<file path="src/rtl/i2c_recover_pkg.sv">
// Package: states of the bus recovery sequencer and the line-drive
// decode per state. Assumes the state set is only used by the sequencer.
package i2c_recover_pkg;

    typedef enum logic [3:0] {
        RS_IDLE,      // lines released, waiting for a request
        RS_WAIT_SCL,  // lines released, waiting for SCL high
        RS_SETTLE,    // one step after SCL high, then sample SDA
        RS_CLK_LO,    // recovery pulse, SCL low
        RS_CLK_HI,    // recovery pulse, SCL released
        RS_SDA_LO,    // START: SDA low while SCL high
        RS_SCL_LO,    // both low
        RS_SCL_HI,    // SCL released, SDA still low
        RS_QUIET      // both released, watching SCL
    } rec_state_e;

    // Returns 1 where the state pulls SCL low.
    function automatic logic state_pulls_scl(rec_state_e s);
        return (s == RS_CLK_LO) || (s == RS_SCL_LO);
    endfunction

    // Returns 1 where the state pulls SDA low.
    function automatic logic state_pulls_sda(rec_state_e s);
        return (s == RS_SDA_LO) || (s == RS_SCL_LO) || (s == RS_SCL_HI);
    endfunction

endpackage

</file>
<file path="src/rtl/rec_phase_timer.sv">
// Cycle counter for the time spent in one sequencer state.
// Assumes: clr is asserted on the edge that enters a new state, so the
// count reads 0 in the first cycle of every state. Saturates at all ones.
module rec_phase_timer #(
    parameter int W = 8
) (
    input  logic         clk,
    input  logic         rst_n,
    input  logic         clr,
    output logic [W-1:0] cnt
);

    // Count cycles in the current state, restart on a state change.
    always_ff @(posedge clk) begin
        if (!rst_n || clr) begin
            cnt <= '0;
        end else if (!(&cnt)) begin
            cnt <= cnt + 1'b1;
        end
    end

endmodule

</file>
<file path="src/rtl/rec_us_deadline.sv">
// Overall attempt deadline. A microsecond tick is derived from the clock
// while run is high, and hit pulses in the cycle that completes
// DEADLINE_US microseconds of run time.
// Assumes: run stays high for a whole attempt and drops the cycle after hit.
module rec_us_deadline #(
    parameter int CLK_PER_US  = 50,
    parameter int DEADLINE_US = 300000
) (
    input  logic clk,
    input  logic rst_n,
    input  logic run,
    output logic hit
);

    localparam int UW = $clog2(DEADLINE_US + 1);

    logic          us_tick;
    logic [UW-1:0] us_q;

    generate
        if (CLK_PER_US == 1) begin : g_direct
            assign us_tick = run;
        end else begin : g_prescale
            localparam int PW = $clog2(CLK_PER_US);
            logic [PW-1:0] pre_q;

            // Divide the clock down to one tick per microsecond of run time.
            always_ff @(posedge clk) begin
                if (!rst_n || !run) begin
                    pre_q <= '0;
                end else if (pre_q == PW'(CLK_PER_US - 1)) begin
                    pre_q <= '0;
                end else begin
                    pre_q <= pre_q + 1'b1;
                end
            end

            assign us_tick = run && (pre_q == PW'(CLK_PER_US - 1));
        end
    endgenerate

    // Count elapsed microseconds of the current attempt.
    always_ff @(posedge clk) begin
        if (!rst_n || !run) begin
            us_q <= '0;
        end else if (us_tick) begin
            us_q <= us_q + 1'b1;
        end
    end

    assign hit = us_tick && (us_q == UW'(DEADLINE_US - 1));

    AST_DEADLINE_ENDS: assert property (@(posedge clk) disable iff (!rst_n)
        hit |=> !run);

endmodule

</file>
<file path="src/rtl/i2c_bus_recover.sv">
// I2C bus recovery sequencer (top). Waits for SCL release, pulses SCL while
// SDA is held low, issues START then STOP, and confirms a quiet SCL.
// Assumes: scl_in/sda_in are already synchronised to clk; the pad turns a
// drive_low of 0 into a released (pulled-up) line.
module i2c_bus_recover
    import i2c_recover_pkg::*;
#(
    parameter int CLK_PER_US  = 50,
    parameter int STEP_US     = 10,
    parameter int QUIET_US    = 50,
    parameter int DEADLINE_US = 300000
) (
    input  logic clk,
    input  logic rst_n,
    input  logic recover_req,
    input  logic scl_in,
    input  logic sda_in,
    output logic scl_drive_low,
    output logic sda_drive_low,
    output logic busy,
    output logic done,
    output logic fail
);

    localparam int STEP_CYC  = STEP_US * CLK_PER_US;
    localparam int QUIET_CYC = QUIET_US * CLK_PER_US;
    localparam int TMR_MAX   = (STEP_CYC > QUIET_CYC) ? STEP_CYC : QUIET_CYC;
    localparam int TW        = $clog2(TMR_MAX + 1);

    rec_state_e     state_q, state_n;
    logic [TW-1:0]  tmr_cnt;
    logic           step_end, quiet_end;
    logic           dl_hit;
    logic           accept, success;

    assign step_end  = (tmr_cnt == TW'(STEP_CYC - 1));
    assign quiet_end = (tmr_cnt == TW'(QUIET_CYC - 1));
    assign busy      = (state_q != RS_IDLE);
    assign accept    = (state_q == RS_IDLE) && recover_req;
    assign success   = (state_q == RS_QUIET) && scl_in && quiet_end && !dl_hit;

    rec_phase_timer #(
        .W (TW)
    ) u_phase (
        .clk   (clk),
        .rst_n (rst_n),
        .clr   (state_n != state_q),
        .cnt   (tmr_cnt)
    );

    rec_us_deadline #(
        .CLK_PER_US  (CLK_PER_US),
        .DEADLINE_US (DEADLINE_US)
    ) u_deadline (
        .clk   (clk),
        .rst_n (rst_n),
        .run   (busy),
        .hit   (dl_hit)
    );

    // Choose the next step of the recovery sequence.
    always_comb begin
        state_n = state_q;
        unique case (state_q)
            RS_IDLE:     if (recover_req) state_n = RS_WAIT_SCL;
            RS_WAIT_SCL: if (scl_in)      state_n = RS_SETTLE;
            RS_SETTLE:   if (step_end)    state_n = sda_in ? RS_SDA_LO : RS_CLK_LO;
            RS_CLK_LO:   if (step_end)    state_n = RS_CLK_HI;
            RS_CLK_HI:   if (step_end)    state_n = RS_WAIT_SCL;
            RS_SDA_LO:   if (step_end)    state_n = RS_SCL_LO;
            RS_SCL_LO:   if (step_end)    state_n = RS_SCL_HI;
            RS_SCL_HI:   if (step_end)    state_n = RS_QUIET;
            RS_QUIET: begin
                if (!scl_in)        state_n = RS_WAIT_SCL;
                else if (quiet_end) state_n = RS_IDLE;
            end
            default:                state_n = RS_IDLE;
        endcase
        if (dl_hit) begin
            state_n = RS_IDLE;
        end
    end

    // Hold the current step.
    always_ff @(posedge clk) begin
        if (!rst_n) begin
            state_q <= RS_IDLE;
        end else begin
            state_q <= state_n;
        end
    end

    // Register the open-drain enables from the step being entered.
    always_ff @(posedge clk) begin
        if (!rst_n) begin
            scl_drive_low <= 1'b0;
            sda_drive_low <= 1'b0;
        end else begin
            scl_drive_low <= state_pulls_scl(state_n);
            sda_drive_low <= state_pulls_sda(state_n);
        end
    end

    // Keep the outcome of the last attempt until a new one is accepted.
    always_ff @(posedge clk) begin
        if (!rst_n || accept) begin
            done <= 1'b0;
            fail <= 1'b0;
        end else if (dl_hit) begin
            fail <= 1'b1;
        end else if (success) begin
            done <= 1'b1;
        end
    end

    AST_REQ_ACCEPT: assert property (@(posedge clk) disable iff (!rst_n)
        (!busy && recover_req) |=> (busy && !done && !fail));

    AST_STEP_BOUND: assert property (@(posedge clk) disable iff (!rst_n)
        (state_q inside {RS_SETTLE, RS_CLK_LO, RS_CLK_HI, RS_SDA_LO, RS_SCL_LO, RS_SCL_HI})
            |-> (tmr_cnt < TW'(STEP_CYC)));

    AST_START_ORDER: assert property (@(posedge clk) disable iff (!rst_n)
        $rose(sda_drive_low) |-> !scl_drive_low);

    AST_QUIET_RESTART: assert property (@(posedge clk) disable iff (!rst_n)
        (state_q == RS_QUIET && !scl_in && !dl_hit) |=>
            (state_q == RS_WAIT_SCL && !scl_drive_low && !sda_drive_low));

    AST_IDLE_RELEASED: assert property (@(posedge clk) disable iff (!rst_n)
        !busy |-> (!scl_drive_low && !sda_drive_low));

    AST_OUTCOME_EXCL: assert property (@(posedge clk) disable iff (!rst_n)
        !(done && fail));

    AST_BUSY_IGNORES_REQ: assert property (@(posedge clk) disable iff (!rst_n)
        (busy && recover_req && !dl_hit && !success) |=> busy);

endmodule

</file>
<file path="config.mk">
export PLATFORM = sky130hd
export DESIGN_NAME = i2c_bus_recover
export DESIGN_NICKNAME = d
export VERILOG_FILES = /design/src/rtl/i2c_recover_pkg.sv /design/src/rtl/rec_phase_timer.sv /design/src/rtl/rec_us_deadline.sv /design/src/rtl/i2c_bus_recover.sv
export SDC_FILE = /design/constraint.sdc
export NUM_CORES = 1
export LEC_CHECK = 0
export BUFFER_PORTS_ARGS = -buffer_cell sky130_fd_sc_hd__buf_2
export CAP_MARGIN = 20
export CORE_AREA = 10 10 74 76
export CTS_BUF_LIST = sky130_fd_sc_hd__clkbuf_16
export DETAILED_ROUTE_END_ITERATION = 8
export DIE_AREA = 0 0 84 86
export GPL_TIMING_DRIVEN = 0
export PLACE_DENSITY = 0.76
export SKIP_CTS_REPAIR_TIMING = 1
export SYNTH_ARGS = -nofsm -noshare
export SYNTH_HDL_FRONTEND = slang
export SYNTH_SLANG_ARGS = --single-unit
export TNS_END_PERCENT = 100
</file>
<file path="constraint.sdc">
create_clock -name clk -period 4.4 [get_ports clk]
set_clock_uncertainty 0.05 [all_clocks]
set_input_delay 0.22 -clock clk [delete_from_list [all_inputs] [get_ports clk]]
set_output_delay 0.22 -clock clk [all_outputs]
set_load 0.02 [all_outputs]
</file>
==> flow_metrics.tcl, run 1 <==
set metrics [dict create \
    synth_area_leader_cell "dfxtp_1" \
    synth_area_per_cell_um2 8.93 \
    cts_buffer_depth 2 \
    crit_slowest_cell "or4b_2" \
    die_y_um 86 \
    arrival_ns 3.04 \
    n_antenna_cell 0 \
    tightest_slew_ns 0.401 \
    insertion_delay_ns 0.29 \
    maxClockFrequency_mhz 342 \
    synth-main-ff-cell "dfxtp_1" \
    cts_made_buffers 5 \
    maxSlewHeadroom 0.726 \
    boundaryPins 10 \
    grt_pass1_vias 1692 \
    async_reset_ff_frac 0 \
    cap_viol_max_count 0 \
    cp-start-kind "register" \
    setup_viol 0 \
    critPathBufInv 1 \
    remaining_drc_errors 0 \
    root_buffer "clkbuf_16" \
    dpl_worst_slack_ns 1.52 \
    fillers 323 \
    post-route-period-util 0.665 \
    p_per_area_nw_per_um2 351 \
    slowest_delay_ns 0.63 \
    layout_commonest_cell "dfxtp_1" \
    yosysSeqAreaShare 0.385 \
    p_leak_nw 0.934 \
    rsz0062_at_grt "no" \
    synth_top_area_frac 0.385 \
    cts.htree.levels 2 \
    area_growth_pct 11.6 \
    wire_per_inst_um 12.4 \
    overflow 0 \
    drt_pre_antenna_iters 5 \
    dpl.hpwl_um 2990 \
    critPathRequiredTime_ns 4.52 \
    totalPowerFinal_uw 915 \
    dp_cells 321 \
    hold_viol 0 \
    setup_tns_ns 0 \
    antenna_found_initial 0 \
    design_area_um2 2610 \
    ys_ff_latch 45 \
    crit_path_end_kind "register" \
    portBuffers 9 \
    vias 1796 \
    yosysWarnings 0 \
    maxSlewViolCount 0 \
    synth_fp_nets 271 \
    critPathKind "register to register" \
    drt_iter0_drc 59 \
    totalWireLength_um 4080 \
    synth_edf_count 0 \
    drtAntennaViolNets 0 \
    core_area_um2 3970 \
    grt_max_degree 14 \
    min_period_ns 2.92 \
    clock_sinks 45 \
    die_area_um2 7220 \
    ys_types 55 \
    finalNonFillerCells 329 \
    clkTransAtPathRegs_ns 0.06 \
    rows 23 \
    nets 287 \
    cts_tree "built" \
    synthTopCellsByArea "dfxtp_1 (39%), xor2_1 (6.4%), nor2_1 (5.9%)" \
    path_max_fanout 10 \
    die_x_um 84 \
    ir_drop_uv 253 \
    vias_per_cell 5.46 \
    globalplace.congestion 0.801 \
    start_util 0.589 \
    min_path_type "input port to register" \
    layout_setup_ws_ns 1.48 \
    placed_cell_area_um2 2450 \
    grt_use_total 0.121 \
    syn-cell-area_um2 2340 \
    grt_pass1_wl_um 7420 \
    syn_inst 262 \
    status "finished, final reports clean" \
    path_delay_family "simple AND/OR/NAND/NOR gates" \
    crit_chain "ha_1 > and4bb_2 > nand2_1 > or4b_2 > a311o_2 > xnor2_1 > buf_2 > nor3_2" \
    layout-drive-gt1-share 0.165 \
    mostFrequentLayoutCells "dfxtp_1 (45), nor2_1 (37), nand3_1 (18), xor2_1 (17), nand2_1 (14)" \
]
-- per-stage QoR --
step	hold WS (ns)	util
2_1_floorplan	0.379	-
3_3_place_gp	0.393	0.616
3_5_place_dp	0.401	0.616
4_1_cts	0.210	0.657
5_1_grt	0.227	0.657
6_report	0.221	0.657
-- layout make-up --
type                    count  area (µm²)  share of cell area
plain buffers              14        78.8              0.0302
well taps                  50        62.6              0.0240
repair buffers              9        45.0              0.0173
clock inverters             3        37.5              0.0144
clock buffers               5         125              0.0479
inverters                   7        26.3              0.0101
multi-input cells         196        1330               0.511
flip-flops and latches     45         901               0.345
-- layer usage --
metal | GRT usage | vias to the layer above | part of all wire
li1 | - | 946 | -
met1 | 0.142 | 827 | 0.48
met2 | 0.199 | 17 | 0.46
met3 | 0.0350 | 6 | 0.035
met4 | 0.0548 | 0 | 0.019
met5 | 0 | - | 0
-- registers in the layout (all words and copies together), names as in the netlist --
| signal | cells |
|---|---|
| done | 1 |
| fail | 1 |
| scl_drive_low | 1 |
| sda_drive_low | 1 |
| state_q | 4 |
| u_deadline.g_prescale.pre_q | 6 |
| u_deadline.us_q | 19 |
| u_phase.cnt | 12 |
-- power by group --
group	total (mW)	switching, mW	internal (mW)
clock network	0.412	0.148	0.264
registers	0.419	0.00552	0.413
logic	0.0844	0.0539	0.0305
-- cells by family after synthesis --
| kind of cell | after synthesis | share of synthesized area |
|---|---|---|
| xor+xnor | 30 | 0.112 |
| compound gates | 25 | 0.0877 |
| buf+inv | 21 | 0.0449 |
| simple gates | 134 | 0.336 |
| fa+ha+maj | 4 | 0.0214 |
| flops | 45 | 0.385 |
| mux | 3 | 0.0128 |
-- cells in the mapped netlist, types with 5 or more instances --
cell      count
dfxtp_1      45
nor2_1       37
nand3_1      18
xor2_1       17
nand2_1      14
xnor2_1      13
and3_1       11
nor3_2        9
clkbuf_1      7
inv_1         6
nor3_1        6
o21ai_0       5
-- final timing paths --
check / to / slack, ns / cells after the start / from
setup reg to reg: u_phase.cnt[5]$_SDFFE_PP0N_ / 1.48 / 8 / u_phase.cnt[0]$_SDFFE_PP0N_
hold reg to reg: u_deadline.g_prescale.pre_q[0]$_SDFF_PP0_ / 0.41 / 1 / u_deadline.g_prescale.pre_q[0]$_SDFF_PP0_
setup / recovery: u_phase.cnt[5]$_SDFFE_PP0N_ / 1.48 / 8 / u_phase.cnt[0]$_SDFFE_PP0N_
hold / removal: fail$_SDFFE_PP0P_ / 0.22 / 3 / recover_req
-- worst register-to-register path, cell delays in order (launching register included) --
cell and delay, ns:
dfxtp_1 0.39, ha_1 0.23, and4bb_2 0.28, nand2_1 0.09, or4b_2 0.63, a311o_2 0.39, xnor2_1 0.28, buf_2 0.38
nor3_2 0.08
Power figures use the tool's default switching activity.
==> inputs of run 2 (changes only) <==
==> constraint.sdc (replaced) <==
create_clock -name clk -period 2.7 [get_ports clk]
set_clock_uncertainty 0.05 [all_clocks]
set_input_delay 0.135 -clock clk [delete_from_list [all_inputs] [get_ports clk]]
set_output_delay 0.135 -clock clk [all_outputs]
set_load 0.02 [all_outputs]
==> run 2 against run 1 <==
Compared with the run above: maximum frequency grew 9.6%; sequential power grew 63%; non-clock buffer count grew 6; combinational power grew 110%; die area is the same; critical path depth grew 1; cell count grew 1.8%; critical endpoint is now u_phase.cnt[0]$_SDFFE_PP0N_.
==> flow_metrics.tcl, run 2 (synthesis results as in run 1) <==
set metrics [dict create \
    globalplace.congestion 0.801 \
    grt_pass1_wl_um 7420 \
    maxSlewHeadroom 0.625 \
    layout_setup_ws_ns 0.0311 \
    grt_pass1_vias 1692 \
    dpl_worst_slack_ns -0.184 \
    post-route-period-util 0.988 \
    layout-drive-gt1-share 0.214 \
    core_area_um2 3970 \
    largest_register_ff_count 19 \
    layout_commonest_cell "dfxtp_1" \
    dpl.hpwl_um 2990 \
    die_area_um2 7220 \
    largest-register "u_deadline.us_q" \
    setup_viol 0 \
    vias 1861 \
    maxClockFrequency_mhz 375 \
    remaining_drc_errors 0 \
    cp-start-kind "register" \
    min_path_type "input port to register" \
    hold_slack_ns 0.139 \
    regToRegSetupSlack_ns 0.03 \
    area_growth_pct 15.3 \
    clock_sinks 45 \
    start_util 0.589 \
    nets 293 \
    cts_tree "built" \
    min_period_ns 2.67 \
    biggestRegsByFlops "u_deadline.us_q x19, u_phase.cnt x12, u_deadline.g_prescale.pre_q x6" \
    insertion_delay_ns 0.28 \
    p_per_area_nw_per_um2 568 \
    n_antenna_cell 0 \
    rows 23 \
    wire_per_inst_um 13.2 \
    portBuffers 9 \
    hold_viol 0 \
    drt_pre_antenna_iters 4 \
    drtAntennaViolNets 0 \
    crit_path_end_kind "register" \
    finalNonFillerCells 335 \
    boundaryPins 10 \
    maxSlewViolCount 0 \
    p_leak_nw 0.974 \
    mostFrequentLayoutCells "dfxtp_1 (40), nor2_1 (37), nand3_1 (18), xor2_1 (17), nand2_1 (14)" \
    ir_drop_uv 417 \
    die_x_um 84 \
    drt_iter0_drc 118 \
    path_max_fanout 8 \
    clkTransAtPathRegs_ns 0.06 \
    tightest_slew_ns 0.562 \
    overflow 0 \
    setup_tns_ns 0 \
    root_buffer "clkbuf_16" \
    grt_max_degree 14 \
    status "finished, final reports clean" \
    grt_use_total 0.121 \
    cts_buffer_depth 2 \
    cts_made_buffers 5 \
    critPathRequiredTime_ns 2.86 \
    critPathKind "register to register" \
    antenna_found_initial 0 \
    cts.htree.levels 2 \
    dp_cells 321 \
    arrival_ns 2.83 \
    vias_per_cell 5.56 \
    die_y_um 86 \
    totalWireLength_um 4430 \
    cap_viol_max_count 0 \
]
run 2: changes by cell type in the layout (fill, tap and decap cells not counted):
cell / previous run / this run
dfxtp_1: 45 / 40
nor4_1: 1 / 0
nor4_2: 0 / 1
buf_4: 0 / 4
xnor2_1: 13 / 12
and2_4: 0 / 1
dfxtp_2: 0 / 5
buf_6: 3 / 5
ha_1: 4 / 3
and2_1: 3 / 2
xnor2_4: 0 / 1
ha_2: 0 / 1
run 2: final timing paths:
check,from,end,cells after the start
worst max-delay path,state_q[2]$_SDFF_PN0_,u_phase.cnt[0]$_SDFFE_PP0N_,9
worst min-delay path,recover_req,fail$_SDFFE_PP0P_,3
worst max register to register,state_q[2]$_SDFF_PN0_,u_phase.cnt[0]$_SDFFE_PP0N_,9
worst min register to register,u_deadline.g_prescale.pre_q[0]$_SDFF_PP0_,u_deadline.g_prescale.pre_q[0]$_SDFF_PP0_,1
run 2: area by class of cell:
type                    count  area (µm²)
repair buffers             15        91.3
flip-flops and latches     45         907
clock buffers               5         125
fillers                   315        1270
well taps                  50        62.6
plain buffers              14        85.1
inverters                   7        26.3
multi-input cells         196        1360
clock inverters             3        37.5
run 2: critical path, stage by stage (launching register included):
cell and delay, ns:
dfxtp_2 0.33, nor4_4 0.36, inv_2 0.08, and3_4 0.19
and4_4 0.17, buf_6 0.13, or4_1 0.51, a221o_1 0.40
buf_2 0.21, nor3_2 0.16
run 2: power by group:
group / total (mW) / switching, mW / internal (mW) / leakage (nW)
registers: 0.685 / 0.00960 / 0.675 / 0.365
clock network: 0.671 / 0.242 / 0.430 / 0.0826
logic: 0.177 / 0.102 / 0.0745 / 0.526
run 2: through the flow:
step	utilization	power, mW	instance area, µm²
after floorplan	-	0.805	2340
after global placement	0.616	0.833	2450
after detailed placement	0.616	0.836	2450
after CTS	0.657	1.52	2610
after global routing	0.680	1.59	2700
final	0.680	1.53	2700
run 2: layer usage:
layer,routed length (µm),vias to the layer above,track usage,part of all wire
li1,-,965,-,-
met4,92,0,0.0548,0.021
met5,0,-,0,0
met3,189,8,0.0350,0.043
met2,2140,38,0.199,0.48
met1,2010,850,0.142,0.45
==> inputs of run 3 (changes only) <==
--- a/config.mk
+++ b/config.mk
@@ -6,13 +6,14 @@
 export NUM_CORES = 1
 export LEC_CHECK = 0
 export BUFFER_PORTS_ARGS = -buffer_cell sky130_fd_sc_hd__buf_2
-export CAP_MARGIN = 20
-export CORE_AREA = 10 10 74 76
+export CELL_PAD_IN_SITES_DETAIL_PLACEMENT = 1
+export CELL_PAD_IN_SITES_GLOBAL_PLACEMENT = 1
+export CORE_AREA = 10 10 82 84
 export CTS_BUF_LIST = sky130_fd_sc_hd__clkbuf_16
 export DETAILED_ROUTE_END_ITERATION = 8
-export DIE_AREA = 0 0 84 86
+export DIE_AREA = 0 0 92 94
 export GPL_TIMING_DRIVEN = 0
-export PLACE_DENSITY = 0.76
+export PLACE_DENSITY_LB_ADDON = 0.1
 export SKIP_CTS_REPAIR_TIMING = 1
 export SYNTH_ARGS = -nofsm -noshare
 export SYNTH_HDL_FRONTEND = slang
==> run 3 against run 2 <==
Compared with the run above: final area grew 1.4%; non-clock buffer count shrank 1; largest cell class unchanged; sequential power is essentially flat; maximum frequency grew 3.6%; clock power is essentially flat; first-iteration DRC count shrank 34%; cell count grew 5.4%; via count grew 1.9%; global-route usage grew 0.23 points; utilization shrank 14 points; critical path depth shrank 1; setup slack gained 0.093 ns.
==> flow_metrics.tcl, run 3 (synthesis results as in run 1) <==
set metrics [dict create \
    status "finished, final reports clean" \
    portBuffers 9 \
    die_y_um 94 \
    crit_path_end_kind "register" \
    die_area_um2 8650 \
    n_antenna_cell 0 \
    hp-start "recover_req" \
    drtAntennaViolNets 0 \
    boundaryPins 10 \
    cts_made_buffers 5 \
    start_util 0.461 \
    area_growth_pct 17.0 \
    hold_viol 0 \
    rows 26 \
    grt_pass1_vias 1946 \
    layout-drive-gt1-share 0.212 \
    wl_met1_um 2330 \
    grt_pass1_wl_um 8830 \
    vias_per_cell 5.37 \
    maxClockFrequency_mhz 388 \
    dp_cells 341 \
    dpl.hpwl_um 3660 \
    r2r-start "u_phase.cnt[0]$_SDFFE_PP0N_" \
    remaining_drc_errors 0 \
    grt_use_total 0.123 \
    clock_sinks 45 \
    largest-register "u_deadline.us_q" \
    path_max_fanout 5 \
    p_int_mw 1.18 \
    nets 292 \
    drt_iter0_drc 78 \
    layout_commonest_cell "dfxtp_1" \
    root_buffer "clkbuf_16" \
    totalPowerFinal_mw 1.55 \
    biggestRegsByFlops "u_deadline.us_q x19, u_phase.cnt x12, u_deadline.g_prescale.pre_q x6" \
    clkPwrFrac 0.434 \
    top_layer "met4" \
    maxSlewViolCount 0 \
    p_per_area_nw_per_um2 566 \
    tightest_slew_ns 0.598 \
    antenna_found_initial 0 \
    maxSlewHeadroom 0.601 \
    p_leak_nw 0.981 \
    min_period_ns 2.58 \
    cts_buffer_depth 2 \
    final_core_util 0.539 \
    cap_viol_max_count 0 \
    switching_share 0.236 \
    critPathRequiredTime_ns 2.85 \
    arrival_ns 2.73 \
    crit_start "u_phase.cnt[0]$_SDFFE_PP0N_" \
    die_x_um 92 \
    vias 1897 \
    power_frac_seq 0.442 \
    overflow 0 \
    ir_drop_uv 329 \
    grt_max_degree 14 \
    cts.htree.levels 2 \
    globalplace.congestion 0.804 \
    dr_wl_met2_um 2640 \
    critPathKind "register to register" \
    insertion_delay_ns 0.28 \
    layout_setup_ws_ns 0.124 \
    comb_power_share 0.124 \
    cts_tree "built" \
    clkTransAtPathRegs_ns 0.06 \
    switchingPower_uw 365 \
    cp-start-kind "register" \
    largest_register_ff_count 19 \
    wire_per_inst_um 14.6 \
    setup_viol 0 \
    mostFrequentLayoutCells "dfxtp_1 (40), nor2_1 (37), nand3_1 (18), xor2_1 (17), nand2_1 (14)" \
    wl_met3_um 106 \
    min_path_type "input port to register" \
    dpl_worst_slack_ns -0.219 \
    finalNonFillerCells 353 \
    drt_pre_antenna_iters 4 \
    rsz0062_at_grt "no" \
    post-route-period-util 0.954 \
    core_area_um2 5070 \
    totalWireLength_um 5170 \
]
[run 3: cell count changes in the layout (fill, tap and decap cells not counted)]
cell / change
buf_2: -1
clkinv_1: -1
nor4_2: -1
clkinv_2: +1
inv_1: -1
or4_4: +1
or4_1: -1
nor4_1: +1
and2_1: +1
nor3_4: +4
nor3_2: -4
and2_4: -1
[run 3: worst paths after layout]
check,end,slack [ns],depth (start not counted)
setup / recovery,u_phase.cnt[9]$_SDFFE_PP0N_,0.12,8
setup reg to reg,u_phase.cnt[9]$_SDFFE_PP0N_,0.12,8
hold reg to reg,u_deadline.g_prescale.pre_q[0]$_SDFF_PP0_,0.41,1
hold / removal,done$_SDFFE_PP0P_,0.17,3
[run 3: worst max-delay path, stage by stage, from the launching register on]
cell	delay, ns
dfxtp_2	0.36
ha_2	0.21
and4bb_2	0.25
nand2_1	0.09
or4b_2	0.63
a311o_2	0.38
xnor2_4	0.17
buf_6	0.18
a211oi_4	0.18
[run 3: power groups by stage]
stage / registers, mW / logic, mW / clock network, mW
floorplan: 0.697 / 0.108 / 0
global placement: 0.697 / 0.140 / 0
detailed placement: 0.698 / 0.144 / 0
CTS: 0.683 / 0.146 / 0.688
global route: 0.685 / 0.208 / 0.720
finish: 0.685 / 0.192 / 0.672
[run 3: area by class of cell]
cell class / instances / area (µm²)
sequential: 45 / 907
fill: 631 / 2340
multi-input combinational: 196 / 1380
clock inverter: 2 / 35.0
buffer: 13 / 73.8
tap: 70 / 87.6
inverter: 7 / 26.3
timing repair buffer: 15 / 97.6
clock buffer: 5 / 125
[run 3: routing by layer]
metal | up-vias | GRT usage
li1 | 955 | -
met1 | 918 | 0.138
met4 | 0 | 0.0488
met5 | - | 0
met3 | 9 | 0.0224
met2 | 15 | 0.225
[run 3: per-stage QoR]
stage	hold slack, ns	instance area [µm²]	TNS [ns]
floorplan	0.298	2340	0
global placement	0.394	2470	-1.65
detailed placement	0.407	2470	-2.04
CTS	0.144	2630	-2.53
global route	0.214	2740	0
finish	0.167	2740	0
